--- src/rtl/sine_poly_pkg.sv ---
package sine_poly_pkg;

   // Horner steps after the initial top coefficient load
   localparam int HORNER_STEPS = 7;
   localparam int NUM_COEF     = HORNER_STEPS + 1;
   // accept edge -> valid edge: radian scale, square, steps, final multiply
   localparam int ACCEPT_TO_VALID = HORNER_STEPS + 3;

   typedef enum logic [2:0] {
      ST_IDLE,
      ST_RAD,
      ST_SQR,
      ST_HORN,
      ST_FIN,
      ST_HOLD
   } seq_state_e;

   // Coefficient k of the odd series in x^2: (-1)^k / (2k+1)!, scaled by 2^frac
   function automatic longint series_coef(input int k, input int frac);
      longint fact;
      longint num;
      longint val;
      fact = 1;
      for (int i = 2; i <= 2 * k + 1; i++) begin
         fact = fact * longint'(i);
      end
      num = longint'(1) <<< frac;
      val = (num + fact / 2) / fact;
      if ((k % 2) == 1) begin
         val = -val;
      end
      return val;
   endfunction

endpackage

--- src/rtl/sine_phase_fold.sv ---
module sine_phase_fold #(
   parameter int PHASE_W = 16,
   parameter int FRAC    = 28,
   parameter int WORD_W  = 31
) (
   input  logic [PHASE_W-1:0]       phase,
   output logic                     negate,
   output logic signed [WORD_W-1:0] arg
);
   localparam int QB = PHASE_W - 2;

   logic [1:0]    quad;
   logic [QB-1:0] u_in;
   logic [QB:0]   u_ref;

   assign quad   = phase[PHASE_W-1 -: 2];
   assign u_in   = phase[QB-1:0];
   // second half-turn: sin(x) = -sin(x - pi)
   assign negate = quad[1];

   // odd quadrant: sin(x) = sin(pi - x), measured as 2^QB - u
   always_comb begin
      if (quad[0]) begin
         u_ref = (QB+1)'(1) << QB;
         u_ref = u_ref - {1'b0, u_in};
      end else begin
         u_ref = {1'b0, u_in};
      end
   end

   // fraction of a quarter turn, placed at FRAC fractional bits
   assign arg = WORD_W'(u_ref) << (FRAC - QB);

endmodule

--- src/rtl/sine_fx_mac.sv ---
module sine_fx_mac #(
   parameter int WORD_W = 31,
   parameter int FRAC   = 28,
   parameter bit ROUND  = 1'b1
) (
   input  logic signed [WORD_W-1:0] mul_a,
   input  logic signed [WORD_W-1:0] mul_b,
   input  logic signed [WORD_W-1:0] add_c,
   output logic signed [WORD_W-1:0] res
);
   localparam int PW2 = 2 * WORD_W;

   logic signed [PW2-1:0] prod;
   logic signed [PW2-1:0] bias;
   logic signed [PW2-1:0] scaled;

   assign prod = $signed({{WORD_W{mul_a[WORD_W-1]}}, mul_a}) *
                 $signed({{WORD_W{mul_b[WORD_W-1]}}, mul_b});

   generate
      if (ROUND) begin : g_round
         assign bias = PW2'(longint'(1) <<< (FRAC - 1));
      end else begin : g_trunc
         assign bias = '0;
      end
   endgenerate

   assign scaled = (prod + bias) >>> FRAC;
   assign res    = scaled[WORD_W-1:0] + add_c;

endmodule

--- src/rtl/sine_out_quant.sv ---
module sine_out_quant #(
   parameter int WORD_W = 31,
   parameter int FRAC   = 28,
   parameter int OUT_W  = 16,
   parameter bit ROUND  = 1'b1
) (
   input  logic signed [WORD_W-1:0] mag,
   input  logic                     negate,
   output logic [OUT_W-1:0]         code
);
   localparam int SH = FRAC - (OUT_W - 1);
   localparam logic signed [WORD_W-1:0] TOP_CODE =
      WORD_W'((longint'(1) <<< (OUT_W - 1)) - 1);

   logic signed [WORD_W-1:0] rounded;
   logic signed [WORD_W-1:0] clamped;
   logic [OUT_W-1:0]         mag_code;

   generate
      if (ROUND) begin : g_round
         localparam logic signed [WORD_W-1:0] HALF_LSB =
            WORD_W'(longint'(1) <<< (SH - 1));
         assign rounded = (mag + HALF_LSB) >>> SH;
      end else begin : g_trunc
         assign rounded = mag >>> SH;
      end
   endgenerate

   always_comb begin
      if (rounded < 0) begin
         clamped = '0;
      end else if (rounded > TOP_CODE) begin
         clamped = TOP_CODE;
      end else begin
         clamped = rounded;
      end
   end

   assign mag_code = clamped[OUT_W-1:0];
   assign code     = negate ? (~mag_code + OUT_W'(1)) : mag_code;

endmodule

--- src/rtl/sine_poly_eval.sv ---
module sine_poly_eval
   import sine_poly_pkg::*;
#(
   parameter int PHASE_W        = 16,
   parameter int OUT_W          = 16,
   parameter int FRAC_BITS      = 28,
   parameter bit ROUND_PRODUCTS = 1'b1,
   parameter bit ROUND_OUTPUT   = 1'b1
) (
   input  logic               clk,
   input  logic               rst_n,
   input  logic               in_valid,
   output logic               in_ready,
   input  logic [PHASE_W-1:0] in_phase,
   output logic               out_valid,
   input  logic               out_ready,
   output logic [OUT_W-1:0]   out_sample
);
   localparam int WORD_W = FRAC_BITS + 3;
   localparam int STEP_W = $clog2(NUM_COEF);
   localparam logic signed [WORD_W-1:0] HALF_PI_FX =
      WORD_W'($rtoi(1.5707963267948966 * (2.0 ** FRAC_BITS) + 0.5));

   generate
      if (PHASE_W < 4) begin : g_chk_pw
         $error("PHASE_W must be at least 4");
      end
      if (OUT_W < 4) begin : g_chk_ow
         $error("OUT_W must be at least 4");
      end
      if (FRAC_BITS > 30) begin : g_chk_fmax
         $error("FRAC_BITS must not exceed 30");
      end
      if (FRAC_BITS < OUT_W + 4) begin : g_chk_fout
         $error("FRAC_BITS must exceed OUT_W by at least 4");
      end
      if (FRAC_BITS < PHASE_W - 2) begin : g_chk_fph
         $error("FRAC_BITS must hold the in-quadrant phase bits");
      end
   endgenerate

   logic signed [WORD_W-1:0] coef_tab [NUM_COEF];

   generate
      for (genvar k = 0; k < NUM_COEF; k++) begin : g_coef
         assign coef_tab[k] = WORD_W'(series_coef(k, FRAC_BITS));
      end
   endgenerate

   seq_state_e               state;
   logic signed [WORD_W-1:0] arg_q;
   logic signed [WORD_W-1:0] x_q;
   logic signed [WORD_W-1:0] y_q;
   logic signed [WORD_W-1:0] acc_q;
   logic [STEP_W-1:0]        step_q;
   logic                     neg_q;

   logic                     fold_neg;
   logic signed [WORD_W-1:0] fold_arg;
   logic signed [WORD_W-1:0] op_a;
   logic signed [WORD_W-1:0] op_b;
   logic signed [WORD_W-1:0] op_c;
   logic signed [WORD_W-1:0] mac_y;
   logic [OUT_W-1:0]         q_code;

   sine_phase_fold #(
      .PHASE_W (PHASE_W),
      .FRAC    (FRAC_BITS),
      .WORD_W  (WORD_W)
   ) u_fold (
      .phase   (in_phase),
      .negate  (fold_neg),
      .arg     (fold_arg)
   );

   always_comb begin
      op_a = acc_q;
      op_b = y_q;
      op_c = coef_tab[step_q];
      case (state)
         ST_RAD: begin
            op_a = arg_q;
            op_b = HALF_PI_FX;
            op_c = '0;
         end
         ST_SQR: begin
            op_a = x_q;
            op_b = x_q;
            op_c = '0;
         end
         ST_FIN: begin
            op_a = acc_q;
            op_b = x_q;
            op_c = '0;
         end
         default: ;
      endcase
   end

   sine_fx_mac #(
      .WORD_W (WORD_W),
      .FRAC   (FRAC_BITS),
      .ROUND  (ROUND_PRODUCTS)
   ) u_mac (
      .mul_a  (op_a),
      .mul_b  (op_b),
      .add_c  (op_c),
      .res    (mac_y)
   );

   sine_out_quant #(
      .WORD_W (WORD_W),
      .FRAC   (FRAC_BITS),
      .OUT_W  (OUT_W),
      .ROUND  (ROUND_OUTPUT)
   ) u_quant (
      .mag    (mac_y),
      .negate (neg_q),
      .code   (q_code)
   );

   always_ff @(posedge clk or negedge rst_n) begin
      if (!rst_n) begin
         state      <= ST_IDLE;
         arg_q      <= '0;
         x_q        <= '0;
         y_q        <= '0;
         acc_q      <= '0;
         step_q     <= '0;
         neg_q      <= 1'b0;
         out_sample <= '0;
      end else begin
         case (state)
            ST_IDLE: begin
               if (in_valid) begin
                  arg_q <= fold_arg;
                  neg_q <= fold_neg;
                  state <= ST_RAD;
               end
            end
            ST_RAD: begin
               x_q   <= mac_y;
               state <= ST_SQR;
            end
            ST_SQR: begin
               y_q    <= mac_y;
               acc_q  <= coef_tab[NUM_COEF-1];
               step_q <= STEP_W'(NUM_COEF - 2);
               state  <= ST_HORN;
            end
            ST_HORN: begin
               acc_q <= mac_y;
               if (step_q == '0) begin
                  state <= ST_FIN;
               end else begin
                  step_q <= step_q - STEP_W'(1);
               end
            end
            ST_FIN: begin
               out_sample <= q_code;
               state      <= ST_HOLD;
            end
            ST_HOLD: begin
               if (out_ready) begin
                  state <= ST_IDLE;
               end
            end
            default: state <= ST_IDLE;
         endcase
      end
   end

   assign in_ready  = (state == ST_IDLE);
   assign out_valid = (state == ST_HOLD);

endmodule

--- config.mk ---
export PLATFORM = sky130hd
export DESIGN_NAME = sine_poly_eval
export DESIGN_NICKNAME = d
export VERILOG_FILES = /design/src/rtl/sine_poly_pkg.sv /design/src/rtl/sine_phase_fold.sv /design/src/rtl/sine_fx_mac.sv /design/src/rtl/sine_out_quant.sv /design/src/rtl/sine_poly_eval.sv
export SDC_FILE = /design/constraint.sdc
export NUM_CORES = 2
export LEC_CHECK = 0
export BUFFER_PORTS_ARGS = -buffer_cell sky130_fd_sc_hd__buf_2
export CAP_MARGIN = 10
export CORE_ASPECT_RATIO = 1.25
export CORE_UTILIZATION = 61
export DETAILED_ROUTE_END_ITERATION = 10
export GPL_ROUTABILITY_DRIVEN = 1
export GPL_TIMING_DRIVEN = 0
export PLACE_DENSITY = 0.76
export SLEW_MARGIN = 25
export SYNTH_ARGS = -nofsm -noshare
export SYNTH_HDL_FRONTEND = slang
export SYNTH_HIERARCHICAL = 1
export SYNTH_SLANG_ARGS = --single-unit
--- constraint.sdc ---
create_clock -name clk -period 13.2 [get_ports clk]
set_input_delay 1.98 -clock clk [delete_from_list [all_inputs] [get_ports clk]]
set_output_delay 1.98 -clock clk [all_outputs]
set_load 0.05 [all_outputs]
; ---- After elaboration in Yosys (flattened, before gate mapping)
; Memories as Yosys holds them, arrays and structs flattened.
; Index checks and enable logic that the tools add are counted.
[op_classes]
add_sub_neg = 6
multipliers = 1
n_lt_le_gt_ge = 3
n_eq_ne = 9
mux = 16
n_bitwise = 2
n_reduce_logical = 8
[op_table]
columns = op, n
row1 = case mux 31 bit (2 select lines), 3
row2 = two-way mux 31 bit, 3
row3 = "adder 59 x 29 -> 59 bit, second input constant", 1
row4 = multiplier 31 x 31 -> 59 bit, 1
row5 = two-way mux 16 bit, 3
row6 = "adder 31 x 14 -> 31 bit, second input constant", 1
row7 = adder 31 bit, 1
row8 = "greater-than comparator 18 x 16 -> 1 bit, second input constant", 1
row9 = "less-than comparator 18 x 1 -> 1 bit, second input constant", 1
row10 = case mux 3 bit (6 select lines), 1
row11 = "adder 16 x 1 -> 16 bit, second input constant", 1
row12 = NOT 16 bit, 1
row13 = two-way mux 15 bit, 1
row14 = "subtractor 15 x 14 -> 15 bit, first input constant", 1
row15 = two-way mux 3 bit, 4
row16 = "equality test 3 x 2 -> 1 bit, second input constant", 2
row17 = "equality test 3 bit, second input constant", 2
row18 = logical NOT 3 bit, 2
row19 = "!= test 2 bit, second input constant", 3
row20 = case mux 3 bit (2 select lines), 1
row21 = "greater-or-equal comparator 4 bit, second input constant", 1
row22 = NOT 3 -> 4 bit, 1
row23 = AND reduction 2 bit, 2
row24 = "equality test 3 x 1 -> 1 bit, second input constant", 1
row25 = other kinds (6), 6
[totals]
ff_bits = 131
rom_bits = 248
in_bits = 20
output_inout_bits = 18
elab_cells = 54
memories = 1
[memory_table]
columns = memory, words, width, rd, rd_ports_with_merged_regs, write_ports, line
row1 = (no name shown), 8, 31, 1, 0, 0, sine_poly_eval.sv:79  ; op_c = coef_tab[step_q];

; ---- Depth between registers and ports, before layout
[depth]
depth_word = 13
mapped_depth = 61
depth_no_buf = 54

; ---- Modules after synthesis
; Netlist, hierarchy kept.
[modules_own_cells]
columns = mod, instances, cells_per_inst, area_each_um2, seq_area_each_um2
row1 = sine_fx_mac, 1, 3761, 34380.5, 0.0
row2 = sine_poly_eval, 1, 544, 6705.2, 3678.5
row3 = sine_out_quant, 1, 172, 1131.1, 0.0
row4 = sine_phase_fold, 1, 60, 455.4, 0.0

; ---- Worst setup path after synthesis
; Ideal clock, no wire load.
[synth_timing]
path_type = reg-to-reg
start = reg state[1]
end = reg out_sample[12]
setup_time_ns = 0.125
t_arrival_ns = 13.040
required_ns = 13.075
slack_ns = 0.035
stages_incl_launch_ff = 56
path_buffers = 5
synth_period_minus_slack_ns = 13.165
cell_sequence = dfrtp_1 > buf_2 > nor3b_1 > buf_2 > nor3_4 > buf_4 > a22o_1 > clkbuf_1 > nand2_1 > fa_1 > fa_1 > inv_1 > fa_1 > inv_1 > fa_1 > inv_1 > fa_1 > fa_1 > (+20 left out) > a221o_1 > a2111oi_4 > nor3_2 > o41ai_4 > a21boi_0 > nand4_1 > nor4_4 > nand4_2 > and2_2 > clkbuf_1 > o21ai_0 > ha_1 > o21ai_0 > a211oi_2 > a22oi_1 > and3_1 > or4_1 > mux2_2
[synth_between]
elab_chain_cells = 13
elab_cells_between_ends = 19
cone_classes = add/sub (4) / mul (1) / order compare (2) / eq/ne (3) / mux (6) / bitwise (1) / reduce/logical (2)
[synth_rtl]
columns = item, line
row1 = start: declaration, sine_poly_eval.sv:50  ; seq_state_e state;
row2 = start signal: assignment, sine_poly_eval.sv:124  ; state <= ST_IDLE;
row3 = start signal: assignment, sine_poly_eval.sv:138  ; state <= ST_RAD;
row4 = start signal: assignment, sine_poly_eval.sv:143  ; state <= ST_SQR;
row5 = equality test 3 bit or equality test 3 x 2 -> 1 bit (tied branches), sine_poly_eval.sv:80  ; case (state)
row6 = OR reduction 2 bit (no line), --
row7 = case mux 31 bit (2 select lines) *, sine_poly_eval.sv:80
row8 = named net op_b[17], sine_poly_eval.sv:61  ; logic signed [WORD_W-1:0] op_b;
row9 = multiplier 31 x 31 -> 59 bit *, sine_fx_mac.sv:17  ; assign prod = $signed({{WORD_W{mul_a[WORD_W-1]}}, mul_a}) *
row10 = adder 59 x 29 -> 59 bit *, sine_fx_mac.sv:28  ; assign scaled = (prod + bias) >>> FRAC;
row11 = adder 31 bit *, sine_fx_mac.sv:29  ; assign res = scaled[WORD_W-1:0] + add_c;
row12 = named net mac_y[27], sine_poly_eval.sv:63  ; logic signed [WORD_W-1:0] mac_y;
row13 = adder 31 x 14 -> 31 bit *, sine_out_quant.sv:23  ; assign rounded = (mag + HALF_LSB) >>> SH;
row14 = greater-than comparator 18 x 16 -> 1 bit, sine_out_quant.sv:32  ; end else if (rounded > TOP_CODE) begin
row15 = two-way mux 16 bit, sine_out_quant.sv:32
row16 = two-way mux 16 bit *, sine_out_quant.sv:30  ; if (rounded < 0) begin
row17 = NOT 16 bit, sine_out_quant.sv:40  ; assign code = negate ? (~mag_code + OUT_W'(1)) : mag_code;
row18 = adder 16 x 1 -> 16 bit, sine_out_quant.sv:40
row19 = two-way mux 16 bit *, sine_out_quant.sv:40
row20 = named net q_code[12], sine_poly_eval.sv:64  ; logic [OUT_W-1:0] q_code;
row21 = end signal: assignment, sine_poly_eval.sv:160  ; out_sample <= q_code;
row22 = end: declaration, sine_poly_eval.sv:17  ; output logic [OUT_W-1:0] out_sample
; The timed path passes the listed nets; every way through them passes the cells marked *.
; A chain may end at the register's enable or synchronous reset.

; ---- Worst setup path after layout
[layout_timing]
start = reg state[0]
end = reg out_sample[12]
[layout_between]
elab_cells_between_ends = 19
cone_classes = add/sub (4) / mul (1) / order compare (2) / eq/ne (3) / mux (6) / bitwise (1) / reduce/logical (2)
[layout_rtl]
columns = item, line
row1 = equality test 3 x 2 -> 1 bit or equality test 3 x 1 -> 1 bit (tied branches), sine_poly_eval.sv:80
row2 = case mux 31 bit (2 select lines) *, sine_poly_eval.sv:80
row3 = named net op_a[22], sine_poly_eval.sv:60  ; logic signed [WORD_W-1:0] op_a;
row4 = multiplier 31 x 31 -> 59 bit *, sine_fx_mac.sv:17
row5 = adder 59 x 29 -> 59 bit *, sine_fx_mac.sv:28
row6 = adder 31 bit *, sine_fx_mac.sv:29
row7 = named net mac_y[26], sine_poly_eval.sv:63
row8 = adder 31 x 14 -> 31 bit *, sine_out_quant.sv:23
row9 = greater-than comparator 18 x 16 -> 1 bit, sine_out_quant.sv:32
row10 = two-way mux 16 bit, sine_out_quant.sv:32
row11 = two-way mux 16 bit *, sine_out_quant.sv:30
row12 = NOT 16 bit, sine_out_quant.sv:40
row13 = adder 16 x 1 -> 16 bit, sine_out_quant.sv:40
row14 = two-way mux 16 bit *, sine_out_quant.sv:40
row15 = named net q_code[12], sine_poly_eval.sv:64
; Marks and branches as above.

==> metrics.txt <==
Placed Cells=5525; Worst setup SP type=flip-flop; GRT Util Overall=0.4310; port buffer count=36; Synth Flop Type=dfrtp_1; cts bufs inserted=17; Crit Path Max Fanout=10; Setup crit end kind=flip-flop; Sink Count=147; Tmin final=13.79 ns; routed wire length per instance=26.09 microns; cts-stage hold buffer count=0; Least-Margin Pin Slew=0.9119 ns; Vias/cell=5.996; First-pass DRT Iterations=5; Final Hold Vio Count=0; asr flop ratio synth=1.000; Die W=238.6 microns; clock skew=0.007270 ns; Die Height=297.7 microns; Routed WL=147.9 mm; vias in the first global route=35970; global-route wire length before repair=220.2 mm; Antenna Nets Post-Route=0; area of the core=0.06932 sq mm; Iteration-0 DRC Markers=3211; hold crit path type=flip-flop to flip-flop; mean post-synth cell area=9.405 sq um; final setup violation count=6; CTS tree=done; Reg2Reg Launch Point=state[0]; Mapped Area=0.04267 sq mm; Worst Path Required=13.51 ns; Ys Warns=6; share of cells above drive strength 1=0.1503; drt drc=0; Fmax achieved=0.07251 GHz; max-cap violations=0; Die Footprint=0.07102 sq mm; gp weighted congestion=1.068; cell taking the most area after synthesis=fa_1; initial core utilization=0.6156; top sig layer=met5; Multi-input gate area=0.03508 sq mm; Synth cell types=86; synthesized flop and latch total=147; critical path class=flip-flop to flip-flop; slew margin rel.=0.3891; CP startpoint=state[0]; ranking of synthesized cells by area=fa_1 (46%), inv_1 (9.0%), dfrtp_1 (8.6%); Via Count=33990; clock buffer depth=2; placement row count=108; hold_sp=acc_q[27]; post-synthesis cell count=4537; wire length on met3=15.36 mm; nets=5931; met1 wire length=48.33 mm; Ports=38; CP peak stage delay=0.54 ns; worst setup margin=-0.5915 ns; RSZ-0062 raised after global routing=yes; grt total ovfl=0; Worst path slowest cell=fa_1; EDFF count, synth=0; htree depth=4; largest net degree at the start of global routing=88; area share of the largest cell type after synthesis=0.4630; violated checks=setup timing; fin crit share=1.045; Arr. time, crit path=14.10 ns; dpl hpwl=116.9 mm; CTS Root Cell=clkbuf_16; Clock Pin Slew Worst Setup and Hold Paths=0.06 ns; status=finished with violations; Top cell by count, worst path=fa_1; P&R area growth vs syn=11.58%; Seq/Total Area, Yosys=0.08620; antenna violations before repair=10; Reg area=0.003681 sq mm; Post-Layout Cell Count=5669; met2 routed WL=67.94 mm; Clk Latency, worst-skew pair=0.43 ns; Layout fillers=5398; Slew Viols, Final=0
==> critical path, delay by kind of cell, from the launching register on <==
family,cells,cell delay (ns)
AOI/OAI and AO/OA,14,3.16
muxes,1,0.27
and+or+nand+nor,11,2.48
adders and majority gates,12,4.88
buffers and inverters,12,1.67
DFF,1,0.48
xor gates and xnor gates,3,0.67
==> layout by cell type (no fill, tap or decap), types with 36 or more instances in the layout <==
cell type,count
inv_1,1011
clkbuf_4,37
a22o_1,37
fa_1,971
xnor2_1,66
nor2_1,69
nand3_1,54
clkbuf_2,54
o21ai_0,38
buf_4,146
clkbuf_8,36
mux2_2,109
dfrtp_1,145
buf_2,58
ha_1,205
a21o_1,53
and2_1,470
a21oi_1,69
nand2_1,564
==> cell type report <==
class	count	area share
inverters	1023	0.08075
diodes	17	0.0008934
repair buffers	142	0.02265
plain buffers	260	0.04451
flip-flops and latches	147	0.07731
clock buffers	20	0.009381
multi-input cells	3113	0.7367
well taps	935	0.02457
clock inverters	12	0.003258
==> metrics by stage <==
stage               area (sq um)  hold WS [ns]  TNS (ns)  setup slack (ns)    util
finish                     47620        0.4654    -1.925           -0.5915  0.6869
global route               47570        0.4968    -4.401           -0.8259  0.6863
CTS                        46640        0.4694   -0.5498           -0.3615  0.6727
detailed placement         44160        0.4564    -45.67            -3.682  0.6370
global placement           44080        0.4492    -44.21            -3.603  0.6359
floorplan                  42730        0.4395         0           0.03547       -
==> Yosys cell counts (all sizes together) (26+ instances only) <==
cell,number
inv,1021
xor2,28
mux2,110
a21o,70
xnor2,83
dfrtp,147
fa,987
ha,220
nor2,73
o21ai,45
buf,55
nand2,565
nand3,56
clkbuf,214
nand2b,26
and2,477
a22o,49
a21oi,85
==> worst paths after layout <==
kind                            cells after the start  slack, ns              to
worst max-delay path                               53      -0.59  out_sample[12]
worst min-delay path                                2       0.47       acc_q[27]
worst max register to register                     53      -0.59  out_sample[12]
worst min register to register                      2       0.47       acc_q[27]
max in group asynchronous                           2      10.91          x_q[5]
min in group asynchronous                           1       1.49  out_sample[15]
==> repair_timing <==
action,in CTS,in global routing
endpoints found under the setup margin,35,15
gates resized for setup,475,221
buffers inserted,48,55
gates cloned,1,1
pin swaps,46,70
==> per-layer routing <==
layer / GRT usage / vias up
met5: 0 / -
met4: 0.3544 / 4
met3: 0.09210 / 759
met2: 0.6764 / 2146
met1: 0.5110 / 17250
li1: - / 13830
==> sequential cells by signal, indices dropped and copies added (netlist names) <==
| register | flops |
|---|---|
| step_q | 3 |
| acc_q | 31 |
| neg_q | 1 |
| x_q | 31 |
| arg_q | 31 |
| state | 3 |
| out_sample | 16 |
| y_q | 31 |
==> logic make-up (layout without fill, tap and decap cells) <==
family	Yosys count	after routing	synth area share
adder cells (fa/ha/maj)	1207	1207	0.5275
other	1	33	0.00008788
AND/OR/NAND/NOR	1305	1305	0.1549
buffers and inverters	1292	1457	0.1175
AO/OA/AOI/OAI	361	361	0.06078
flip-flops	147	147	0.08620
multiplexers	113	113	0.02973
XOR/XNOR	111	111	0.02322
Power is left out: the tool's default activity adds up to more than one toggle a clock period on the data nets, which glitch-free logic cannot reach.
